==> src/rtl/tra_pkg.sv <==
package tra_pkg;

  // Amount added to the corrected counter on one tick.
  typedef enum logic [1:0] {
    STEP_HOLD = 2'd0,
    STEP_ONE  = 2'd1,
    STEP_TWO  = 2'd2
  } step_e;

  // A selected tick either doubles or is dropped; others advance by one.
  function automatic step_e pick_step(input logic hit, input logic dir_up);
    if (!hit)
      return STEP_ONE;
    return dir_up ? STEP_TWO : STEP_HOLD;
  endfunction

  // Widen a step so it can be added to a counter of the given width plus carry.
  function automatic logic [63:0] step_value(input step_e s);
    return {62'd0, s};
  endfunction

endpackage

==> src/rtl/tra_raw_counter.sv <==
module tra_raw_counter #(
  parameter int W = 16
) (
  input  logic         clk,
  input  logic         rst,
  input  logic         tick,
  output logic [W-1:0] raw_q,
  output logic [W-1:0] raw_next
);

  assign raw_next = raw_q + {{(W-1){1'b0}}, 1'b1};

  always_ff @(posedge clk) begin
    if (rst)
      raw_q <= '0;
    else if (tick)
      raw_q <= raw_next;
  end

endmodule

==> src/rtl/tra_lowest_match.sv <==
module tra_lowest_match #(
  parameter int W = 16
) (
  input  logic [W-1:0] value,
  input  logic [W-1:0] pos_mask,
  output logic [W-1:0] first_one,
  output logic         hit
);

  logic [W-1:0] seen;

  assign seen[0]      = value[0];
  assign first_one[0] = value[0];

  // Ripple priority chain: a bit is the first one when no lower bit was set.
  for (genvar i = 1; i < W; i++) begin : g_chain
    assign first_one[i] = value[i] & ~seen[i-1];
    assign seen[i]      = seen[i-1] | value[i];
  end

  assign hit = |(first_one & pos_mask);

endmodule

==> src/rtl/tra_step_accum.sv <==
module tra_step_accum
  import tra_pkg::*;
#(
  parameter int W = 32
) (
  input  logic         clk,
  input  logic         rst,
  input  logic         tick,
  input  step_e        step,
  output logic [W-1:0] acc_q,
  output logic         wrap_q
);

  logic [W:0] sum;

  always_comb begin
    sum = {1'b0, acc_q} + step_value(step)[W:0];
  end

  always_ff @(posedge clk) begin
    if (rst) begin
      acc_q  <= '0;
      wrap_q <= 1'b0;
    end else begin
      wrap_q <= tick & sum[W];
      if (tick)
        acc_q <= sum[W-1:0];
    end
  end

endmodule

==> src/rtl/tick_rate_adjuster.sv <==
module tick_rate_adjuster
  import tra_pkg::*;
#(
  parameter int RAW_W = 16,
  parameter int COR_W = 32
) (
  input  logic             clk,
  input  logic             rst,
  input  logic             tick,
  input  logic [RAW_W:0]   corr_mask,
  output logic [RAW_W-1:0] raw_count,
  output logic [COR_W-1:0] corr_count,
  output logic             corr_wrap
);

  localparam int POS_W = RAW_W;

  // Named internal events, visible to the bound checker.
  logic [RAW_W-1:0] raw_next;
  logic [POS_W-1:0] first_one;
  logic             hit;
  logic             dir_up;
  step_e            step;

  assign dir_up = corr_mask[0];

  tra_raw_counter #(.W(RAW_W)) u_raw (
    .clk      (clk),
    .rst      (rst),
    .tick     (tick),
    .raw_q    (raw_count),
    .raw_next (raw_next)
  );

  tra_lowest_match #(.W(POS_W)) u_match (
    .value     (raw_next),
    .pos_mask  (corr_mask[RAW_W:1]),
    .first_one (first_one),
    .hit       (hit)
  );

  always_comb begin
    step = pick_step(hit, dir_up);
  end

  tra_step_accum #(.W(COR_W)) u_acc (
    .clk    (clk),
    .rst    (rst),
    .tick   (tick),
    .step   (step),
    .acc_q  (corr_count),
    .wrap_q (corr_wrap)
  );

endmodule

==> config.mk <==
export PLATFORM = sky130hd
export DESIGN_NAME = tick_rate_adjuster
export DESIGN_NICKNAME = d
export VERILOG_FILES = /design/src/rtl/tra_pkg.sv /design/src/rtl/tra_raw_counter.sv /design/src/rtl/tra_lowest_match.sv /design/src/rtl/tra_step_accum.sv /design/src/rtl/tick_rate_adjuster.sv
export SDC_FILE = /design/constraint.sdc
export NUM_CORES = 1
export LEC_CHECK = 0
export BUFFER_PORTS_ARGS = -buffer_cell sky130_fd_sc_hd__buf_2
export CORE_UTILIZATION = 54
export CTS_CLUSTER_SIZE = 30
export DETAILED_ROUTE_END_ITERATION = 8
export GPL_TIMING_DRIVEN = 0
export PLACE_DENSITY_LB_ADDON = 0.2
export SETUP_SLACK_MARGIN = 0.15
export SYNTH_ARGS = -nofsm -noshare
export SYNTH_HDL_FRONTEND = slang
export SYNTH_SLANG_ARGS = --single-unit
==> constraint.sdc <==
create_clock -name clk -period 5.54 [get_ports clk]
set_clock_uncertainty 0.2 [all_clocks]
set_input_delay 1.108 -clock clk [delete_from_list [all_inputs] [get_ports clk]]
set_output_delay 1.108 -clock clk [all_outputs]
set_load 0.03 [all_outputs]
## Word level (Yosys, flattened, before mapping)

Index checks and enable logic that the tools add are counted.

- Bits in registers: 49
- Output and inout bits: 49
- Bits of input ports: 20
- Word-level logic and storage cells: 54

- Muxes and demuxes: 2
- Bitwise gates (word level): 46
- $add $sub $neg: 2
- Reductions and logical operators: 1

Operators by type and width:

| cell | number |
|---|---|
| 32-bit by 2-bit adder with 33-bit output | 1 |
| 16-bit by 1-bit adder with 16-bit output, second input constant | 1 |
| 1-bit AND | 16 |
| 16-bit AND | 1 |
| 16-bit OR reduction | 1 |
| 1-bit inverter | 15 |
| 1-bit OR | 14 |
| 2-bit 2-to-1 mux | 2 |

## Logic depth before layout (Yosys ltp)

Gate-level depths: netlist of run 1.

- Word-level depth: 22
- Depth in mapped cells: 18
- Depth with buffers taken out: 17

## Modules after synthesis

From an unflattened synthesis of run 1, not the netlist that was laid out.

- Cell total of the unflattened synthesis: 349
- Area, all modules: 2,880.3 um^2

Modules (own cells, without submodules):

| module | cells each | times used | seq. area each (um^2) | area each (um^2) |
|---|---|---|---|---|
| tra_step_accum | 179 | 1 | 660.6 | 1,567.8 |
| tra_raw_counter | 116 | 1 | 320.3 | 972.2 |
| tra_lowest_match | 52 | 1 | 0.0 | 330.3 |
| tick_rate_adjuster | 2 | 1 | 0.0 | 10.0 |

## Worst setup path before layout of run 1

No wires, ideal clock.

- Path type: input to register
- Start: in corr_mask[3]
- End: reg u_acc.acc_q[30]
- Data arrival time: 4,192 ps
- Setup time: 70 ps
- Stages on the path: 15
- Required time: 5,270 ps
- Path slack: 1,078 ps
- Buffers on the path: 0
- Path through: a21oi_1 -> o21ai_0 -> o211ai_1 -> o311ai_1 -> a2111o_1 -> a311o_1 -> o31ai_1 -> ha_1 -> inv_1 -> fa_1 -> nand2b_1 -> nor4_4 -> nand3_1 -> or3_1 -> a21oi_1

- Cells in the longest elaborated chain, start to end: 4

RTL lines:

| item | line | text |
|---|---|---|
| from (decl) | tick_rate_adjuster.sv:10 | `input logic [RAW_W:0] corr_mask,` |
| 16-bit AND | tra_lowest_match.sv:21 | `assign hit = \|(first_one & pos_mask);` |
| 16-bit OR reduction | tra_lowest_match.sv:21 |  |
| 2-bit 2-to-1 mux | tra_pkg.sv:14 | `return dir_up ? STEP_TWO : STEP_HOLD;` |
| 32-bit by 2-bit adder with 33-bit output | tra_step_accum.sv:17 | `sum = {1'b0, acc_q} + step_value(step)[W:0];` |
| to (signal assigned) | tra_step_accum.sv:27 | `acc_q <= sum[W-1:0];` |
| to (decl) | tra_step_accum.sv:10 | `output logic [W-1:0] acc_q,` |

Every way passes these cells.
A chain may end at the register's enable or synchronous reset.

## Final worst setup path of run 1

- Start: reg u_raw.raw_q[0]
- End: reg u_acc.acc_q[30]

- Cells in the longest elaborated chain, start to end: 21
- Elaborated cells on any way between the ends: 49
- Classes of those cells: add/sub: 2; mux: 1; bitwise: 45; reduce/logical: 1

RTL lines:

| item | line | text |
|---|---|---|
| from (decl) | tra_raw_counter.sv:7 | `output logic [W-1:0] raw_q,` |
| from (signal assigned) | tra_raw_counter.sv:17 | `raw_q <= raw_next;` |
| 16-bit by 1-bit adder with 16-bit output (*) | tra_raw_counter.sv:11 | `assign raw_next = raw_q + {{(W-1){1'b0}}, 1'b1};` |
| 1-bit OR (14 in a row) | tra_lowest_match.sv:18 | `assign seen[i] = seen[i-1] \| value[i];` |
| 1-bit inverter | tra_lowest_match.sv:17 | `assign first_one[i] = value[i] & ~seen[i-1];` |
| 1-bit AND | tra_lowest_match.sv:17 |  |
| 16-bit AND (*) | tra_lowest_match.sv:21 |  |
| 16-bit OR reduction (*) | tra_lowest_match.sv:21 |  |
| 2-bit 2-to-1 mux (*) | tra_pkg.sv:14 |  |
| 32-bit by 2-bit adder with 33-bit output (*) | tra_step_accum.sv:17 |  |

Every way passes the cells marked *; elsewhere a longest branch is shown, timed or not.

==> summary.txt, run 1 <==
Outcome: completed
Synthesis Warnings: 0
Num CTS Buffers: 5
Detail Route Antenna Nets: 0
Ant. Diodes: 0
Yosys cell types: 57
Post-synthesis cell count: 347
Cell Area, Synth: 0.002861 mm2
Type of the tightest min-delay check: reg2reg
Final global-route overflow total: 0
EDFF count, synth: 0
Setup CP Type: reg2reg
DR DRC count: 0
Ys flop type: dfxtp_1
Site Rows: 26
Post-synth top area share: 34.28%
Slew margin rel.: 39.80%
Initial Util: 56.03%
Die H: 74.80 um
Fin. Hold Viols: 0
Layout cell share with drive strength beyond 1: 22.27%
Setup crit start kind: flip-flop
Router iterations before antenna repair: 4
Iteration-0 DRC Markers: 153
Setup TNS: 0 ns
Crit-path cells: ha_1 > and3_1 > buf_2 > nor2_1 > a211oi_1 > o311ai_1 > a2111o_1 > a311o_1 > o31ai_1 > ha_1 > inv_1 > fa_1 > nand2b_1 > nor4_4 > nand3_1 > or3_1 > a21oi_1
First-pass GRT wire length: 10430 um
Core area: 0.005107 mm2
CP max-delay cell: nor4_4
Clock tree root buffer cell: clkbuf_8
Hold Buf Count CTS: 0
Layout area overhead: 17.84%
Most frequent CP cell: ha_1
Largest fanout on the critical path: 8
Most common cell after layout, fill and taps aside: buf_2
Fmax: 0.2054 GHz
RR Endpoint: u_acc.acc_q[30]
R2R cell count: 17
Vias per cell: 5.400
Worst-margin pin slew: 0.8803 ns
Resized Gates After CTS: 0
Worst setup EP type: flip-flop
Share of synthesized registers carrying an async set or reset: 0%
Pleak: 1.425 nW
CP Capture Point: u_acc.acc_q[30]
WP data arrival: 4.91 ns
# IOs: 69
Overall Global Routing Usage: 24.17%
Clk_lat worst skew: 0.31 ns
R2R Setup Slk: 0.67 ns
Vias in the first global route: 2404
Worst path max stage delay: 0.55 ns
Seq/Total Area, Yosys: 34.28%
DP HPWL: 4742 um
Pwr per Cell Area: 188.5 mW/mm2
Max IR drop VDD: 167.7 uV
Setup Buffers After CTS: 0
Mean Syn Cell Area: 8.246 um2
Routed vias: 2657
Slew Limit Fails: 0
Fin nets: 447
Die area: 0.005594 mm2
Finish-stage setup viols: 0
Worst hold slack: 0.3094 ns
RR Startpoint: u_raw.raw_q[0]
Hold depth: 1
Critical Path RT: 5.58 ns
Yosys top cell by area: dfxtp_1
Chip Width: 74.80 um
CTS tree: done
Initial antenna violation count: 0
Crit path from: u_raw.raw_q[0]
Max clock buf depth: 2
Total of max-cap violations: 0
Wire per inst: 13.07 um
Final Wtd Congestion: 0.8448
Final Critical Period: 4.868 ns
Drt total wl: 6432 um
Clock Sink Count: 49
Flops & latches, synth: 49
Largest net degree at the start of global routing: 16
Synth top area cells: dfxtp_1 (34%), nor2_1 (8.0%), xor2_1 (8.0%)
H-tree depth: 2
# port buffers: 67
Final period util: 87.87%
Syn Nets: 373
CTS clk-pin slew, worst paths: 0.09 ns
RSZ-0062 raised after global routing: no
Commonest non-fill, non-tap cells in the layout: buf_2 (73), nor2_1 (61), dfxtp_1 (49)
==> final cells by class <==
| type | count | area (um2) |
|---|---|---|
| buffer | 20 | 123.9 |
| inverter | 11 | 41.29 |
| clock buffer | 6 | 72.57 |
| timing repair buffer | 67 | 335.3 |
| multi-input combinational | 267 | 1715 |
| tap | 70 | 87.58 |
| sequential | 49 | 980.9 |
| fill | 468 | 1735 |
| clock inverter | 2 | 15.01 |
==> synth_stat cells, types with 2 or more instances <==
library cell,n
nor3_1,7
nor2_1,61
buf_2,6
inv_1,11
a31oi_1,2
dfxtp_1,49
o311a_1,2
ha_1,5
a211oi_1,4
and2_1,5
a22oi_1,2
xor2_1,26
nand4_1,11
buf_4,3
o21ai_0,10
a21oi_1,10
and3_1,7
or3_1,8
o211ai_1,2
nand3b_1,2
buf_6,4
xnor2_1,21
nand3_1,20
nand2_1,25
and4_1,5
clkbuf_1,6
o31ai_1,3
==> layer usage <==
| metal | share of wire (%) | track usage, % | vias to the layer above |
|---|---|---|---|
| li1 | - | - | 1357 |
| met1 | 46 | 30.25 | 1219 |
| met2 | 47 | 40.34 | 69 |
| met3 | 4.7 | 5.355 | 12 |
| met4 | 1.9 | 9.853 | 0 |
| met5 | 0 | 0 | - |
==> worst min path at each step <==
| stage | start | endpoint | slack, ns |
|---|---|---|---|
| after floorplan | u_acc.acc_q[31] | u_acc.acc_q[31] | 0.42 |
| after global placement | u_acc.acc_q[31] | u_acc.acc_q[31] | 0.28 |
| after detailed placement | u_acc.acc_q[11] | u_acc.acc_q[11] | 0.30 |
| after global routing | u_acc.acc_q[31] | u_acc.wrap_q | 0.34 |
| final | u_acc.acc_q[31] | u_acc.wrap_q | 0.31 |
| after CTS | u_acc.acc_q[31] | u_acc.wrap_q | 0.31 |
==> worst max-delay path: cells and delay by family, from the launching register on <==
family / cells / cell delay (ns)
buffers and inverters: 2 / 0.21
AND/OR/NAND/NOR: 6 / 1.68
AO/OA/AOI/OAI: 6 / 1.48
flip-flops: 1 / 0.41
adder cells (fa/ha/maj): 3 / 0.83
==> sequential cells by signal, summed over array words and instances, names as in the netlist <==
signal / cells
u_raw.raw_q: 16
u_acc.acc_q: 32
u_acc.wrap_q: 1
==> logic make-up after synthesis <==
kind of cell / synth area share, %
compound gates: 12.55
xor+xnor: 14.39
fa+ha+maj: 2.886
buf+inv: 5.771
flops: 34.28
mux: 0.3498
simple gates: 29.78
==> report_power, final <==
group,switching [mW],internal (mW)
logic,0.0397,0.0233
registers,0.00383,0.356
clock network,0.124,0.0892
total,0.167,0.468
==> through the flow <==
stage	power [mW]	cell area (um2)	utilization, %	instances	setup slack, ns
floorplan	0.4086	2861	-	347	1.078
global placement	0.4292	3284	64.31	484	0.5184
detailed placement	0.4303	3284	64.31	484	0.4960
CTS	0.6413	3372	66.02	492	0.7249
global route	0.6634	3372	66.02	492	0.3958
finish	0.6356	3372	66.02	492	0.6719
Note: power is estimated with default switching activity, not from simulation.
==> run 2, diff against run 1 <==
- CORE_UTILIZATION: 54 -> 56
- CTS_BUF_LIST: not set -> sky130_fd_sc_hd__clkbuf_2
- SLEW_MARGIN: not set -> 20
==> summary.txt, run 2 (synthesis gave the netlist of run 1 again) <==
Outcome: completed
R2R Setup Slk: 0.75 ns
Commonest non-fill, non-tap cells in the layout: buf_2 (73), nor2_1 (61), dfxtp_1 (49)
Clock share of power: 32.1%
Clock Sink Count: 49
Pwr per Cell Area: 186.2 mW/mm2
Slew margin rel.: 52.90%
Final period util: 86.47%
Num CTS Buffers: 5
CTS clk-pin slew, worst paths: 0.27 ns
Clk_lat worst skew: 0.44 ns
Finish-stage setup viols: 0
Layout cell share with drive strength beyond 1: 22.51%
Drt total wl: 6285 um
Vias in the first global route: 2256
Routed vias: 2661
RR Endpoint: u_acc.acc_q[30]
DR DRC count: 0
Slew Limit Fails: 0
Biggest registers after layout: u_acc.acc_q (32), u_raw.raw_q (16), u_acc.wrap_q (1)
Min-delay src: u_acc.acc_q[31]
Final global-route overflow total: 0
Site Rows: 25
Max IR drop VDD: 116.1 uV
Setup crit start kind: flip-flop
Hold depth: 2
Iteration-0 DRC Markers: 185
Ant. Diodes: 0
Psw: 0.1655 mW
Met3 routed WL: 376 um
Initial Util: 59.40%
Setup Buffers After CTS: 0
Layout area overhead: 17.05%
Total of max-cap violations: 0
Detail Route Antenna Nets: 0
Final Util: 69.53%
Die H: 73.48 um
WP data arrival: 4.99 ns
Largest fanout on the critical path: 8
Hold Buf Count CTS: 0
Fin. Hold Viols: 0
Most common cell after layout, fill and taps aside: buf_2
H-tree depth: 2
Fin nets: 447
Overall Global Routing Usage: 23.99%
Type of the tightest min-delay check: reg2reg
# port buffers: 67
CTS tree: done
Die area: 0.005399 mm2
Setup TNS: 0 ns
Final Critical Period: 4.790 ns
# IOs: 69
Core area: 0.004817 mm2
Worst setup EP type: flip-flop
Reg power frac: 58.0%
Resized Gates After CTS: 0
Critical Path RT: 5.74 ns
Largest net degree at the start of global routing: 17
Wire per inst: 12.85 um
Vias per cell: 5.442
First-pass GRT wire length: 10090 um
DP HPWL: 4736 um
Max Used Layer: met4
Switch share: 26.54%
Initial antenna violation count: 0
Combinational power share: 10.0%
Most flop-heavy register: u_acc.acc_q
Clock tree root buffer cell: clkbuf_2
RSZ-0062 raised after global routing: no
Chip Width: 73.48 um
Router iterations before antenna repair: 4
Worst-margin pin slew: 0.6888 ns
Hold path endpoint: u_acc.acc_q[31]
Routed met2 length: 2850 um
Max FFs per register: 32
Int Pwr: 0.4580 mW
Final Wtd Congestion: 0.8826
RR Startpoint: u_raw.raw_q[0]
Pleak: 1.431 nW
Max clock buf depth: 2
R2R cell count: 17
Setup CP Type: reg2reg
Met1 wire length: 2950 um
Fmax: 0.2088 GHz
run 2: cell types whose count changed in the layout (fill, tap and decap cells not counted), sizes merged:
cell      change
clkinv        +1
clkinvlp      -2
inv           +1
bufinv        +1
clkbuf        -1
run 2: per-layer routing:
metal  vias up  GRT usage, %
li1       1359             -
met5         -             0
met2        92         38.23
met4         0         8.547
met1      1200         32.04
met3        10         4.938
run 2: critical path, cell delays in order, from the launching register on:
cell,delay [ns]
dfxtp_1,0.46
ha_1,0.26
and3_1,0.16
buf_2,0.15
nor2_1,0.06
a211oi_1,0.21
o311ai_1,0.21
a2111o_1,0.41
a311o_1,0.35
o31ai_1,0.09
ha_1,0.22
inv_1,0.06
fa_1,0.37
nand2b_1,0.24
nor4_4,0.54
nand3_1,0.24
or3_1,0.38
a21oi_1,0.13
run 2: cell type report:
type                    instances  area (um2)
plain buffers                  20       123.9
multi-input cells             267        1715
inverters                      11       41.29
fillers                       424        1468
clock inverters                 3       43.79
well taps                      67       83.83
flip-flops and latches         49       980.9
clock buffers                   5       25.02
repair buffers                 67       335.3
run 2: worst max-delay path by stage:
stage | cells past startpoint | to | start | slack, ns
after floorplan | 15 | u_acc.acc_q[30] | corr_mask[3] | 1.08
after global placement | 16 | u_acc.acc_q[30] | corr_mask[3] | 0.54
after detailed placement | 16 | u_acc.acc_q[30] | corr_mask[3] | 0.50
after CTS | 17 | u_acc.acc_q[30] | u_raw.raw_q[0] | 0.79
after global routing | 16 | u_acc.acc_q[30] | u_raw.raw_q[0] | 0.43
final | 17 | u_acc.acc_q[30] | u_raw.raw_q[0] | 0.75
run 2: through the flow:
step | hold WS [ns] | total power, mW | setup slack [ns] | area, um2 | cells
after floorplan | 0.4173 | 0.4086 | 1.078 | 2861 | 347
after global placement | 0.2802 | 0.4283 | 0.5363 | 3281 | 481
after detailed placement | 0.2886 | 0.4297 | 0.5039 | 3281 | 481
after CTS | 0.3152 | 0.6294 | 0.7894 | 3349 | 489
after global routing | 0.3439 | 0.6473 | 0.4326 | 3349 | 489
final | 0.3144 | 0.6235 | 0.7497 | 3349 | 489
run 2: power by group through the flow:
stage	clock, mW	combinational (mW)	sequential (mW)
after floorplan	0	0.0336	0.375
after global placement	0	0.0606	0.368
after detailed placement	0	0.0620	0.368
after CTS	0.206	0.0621	0.362
after global routing	0.216	0.0685	0.362
final	0.200	0.0623	0.361
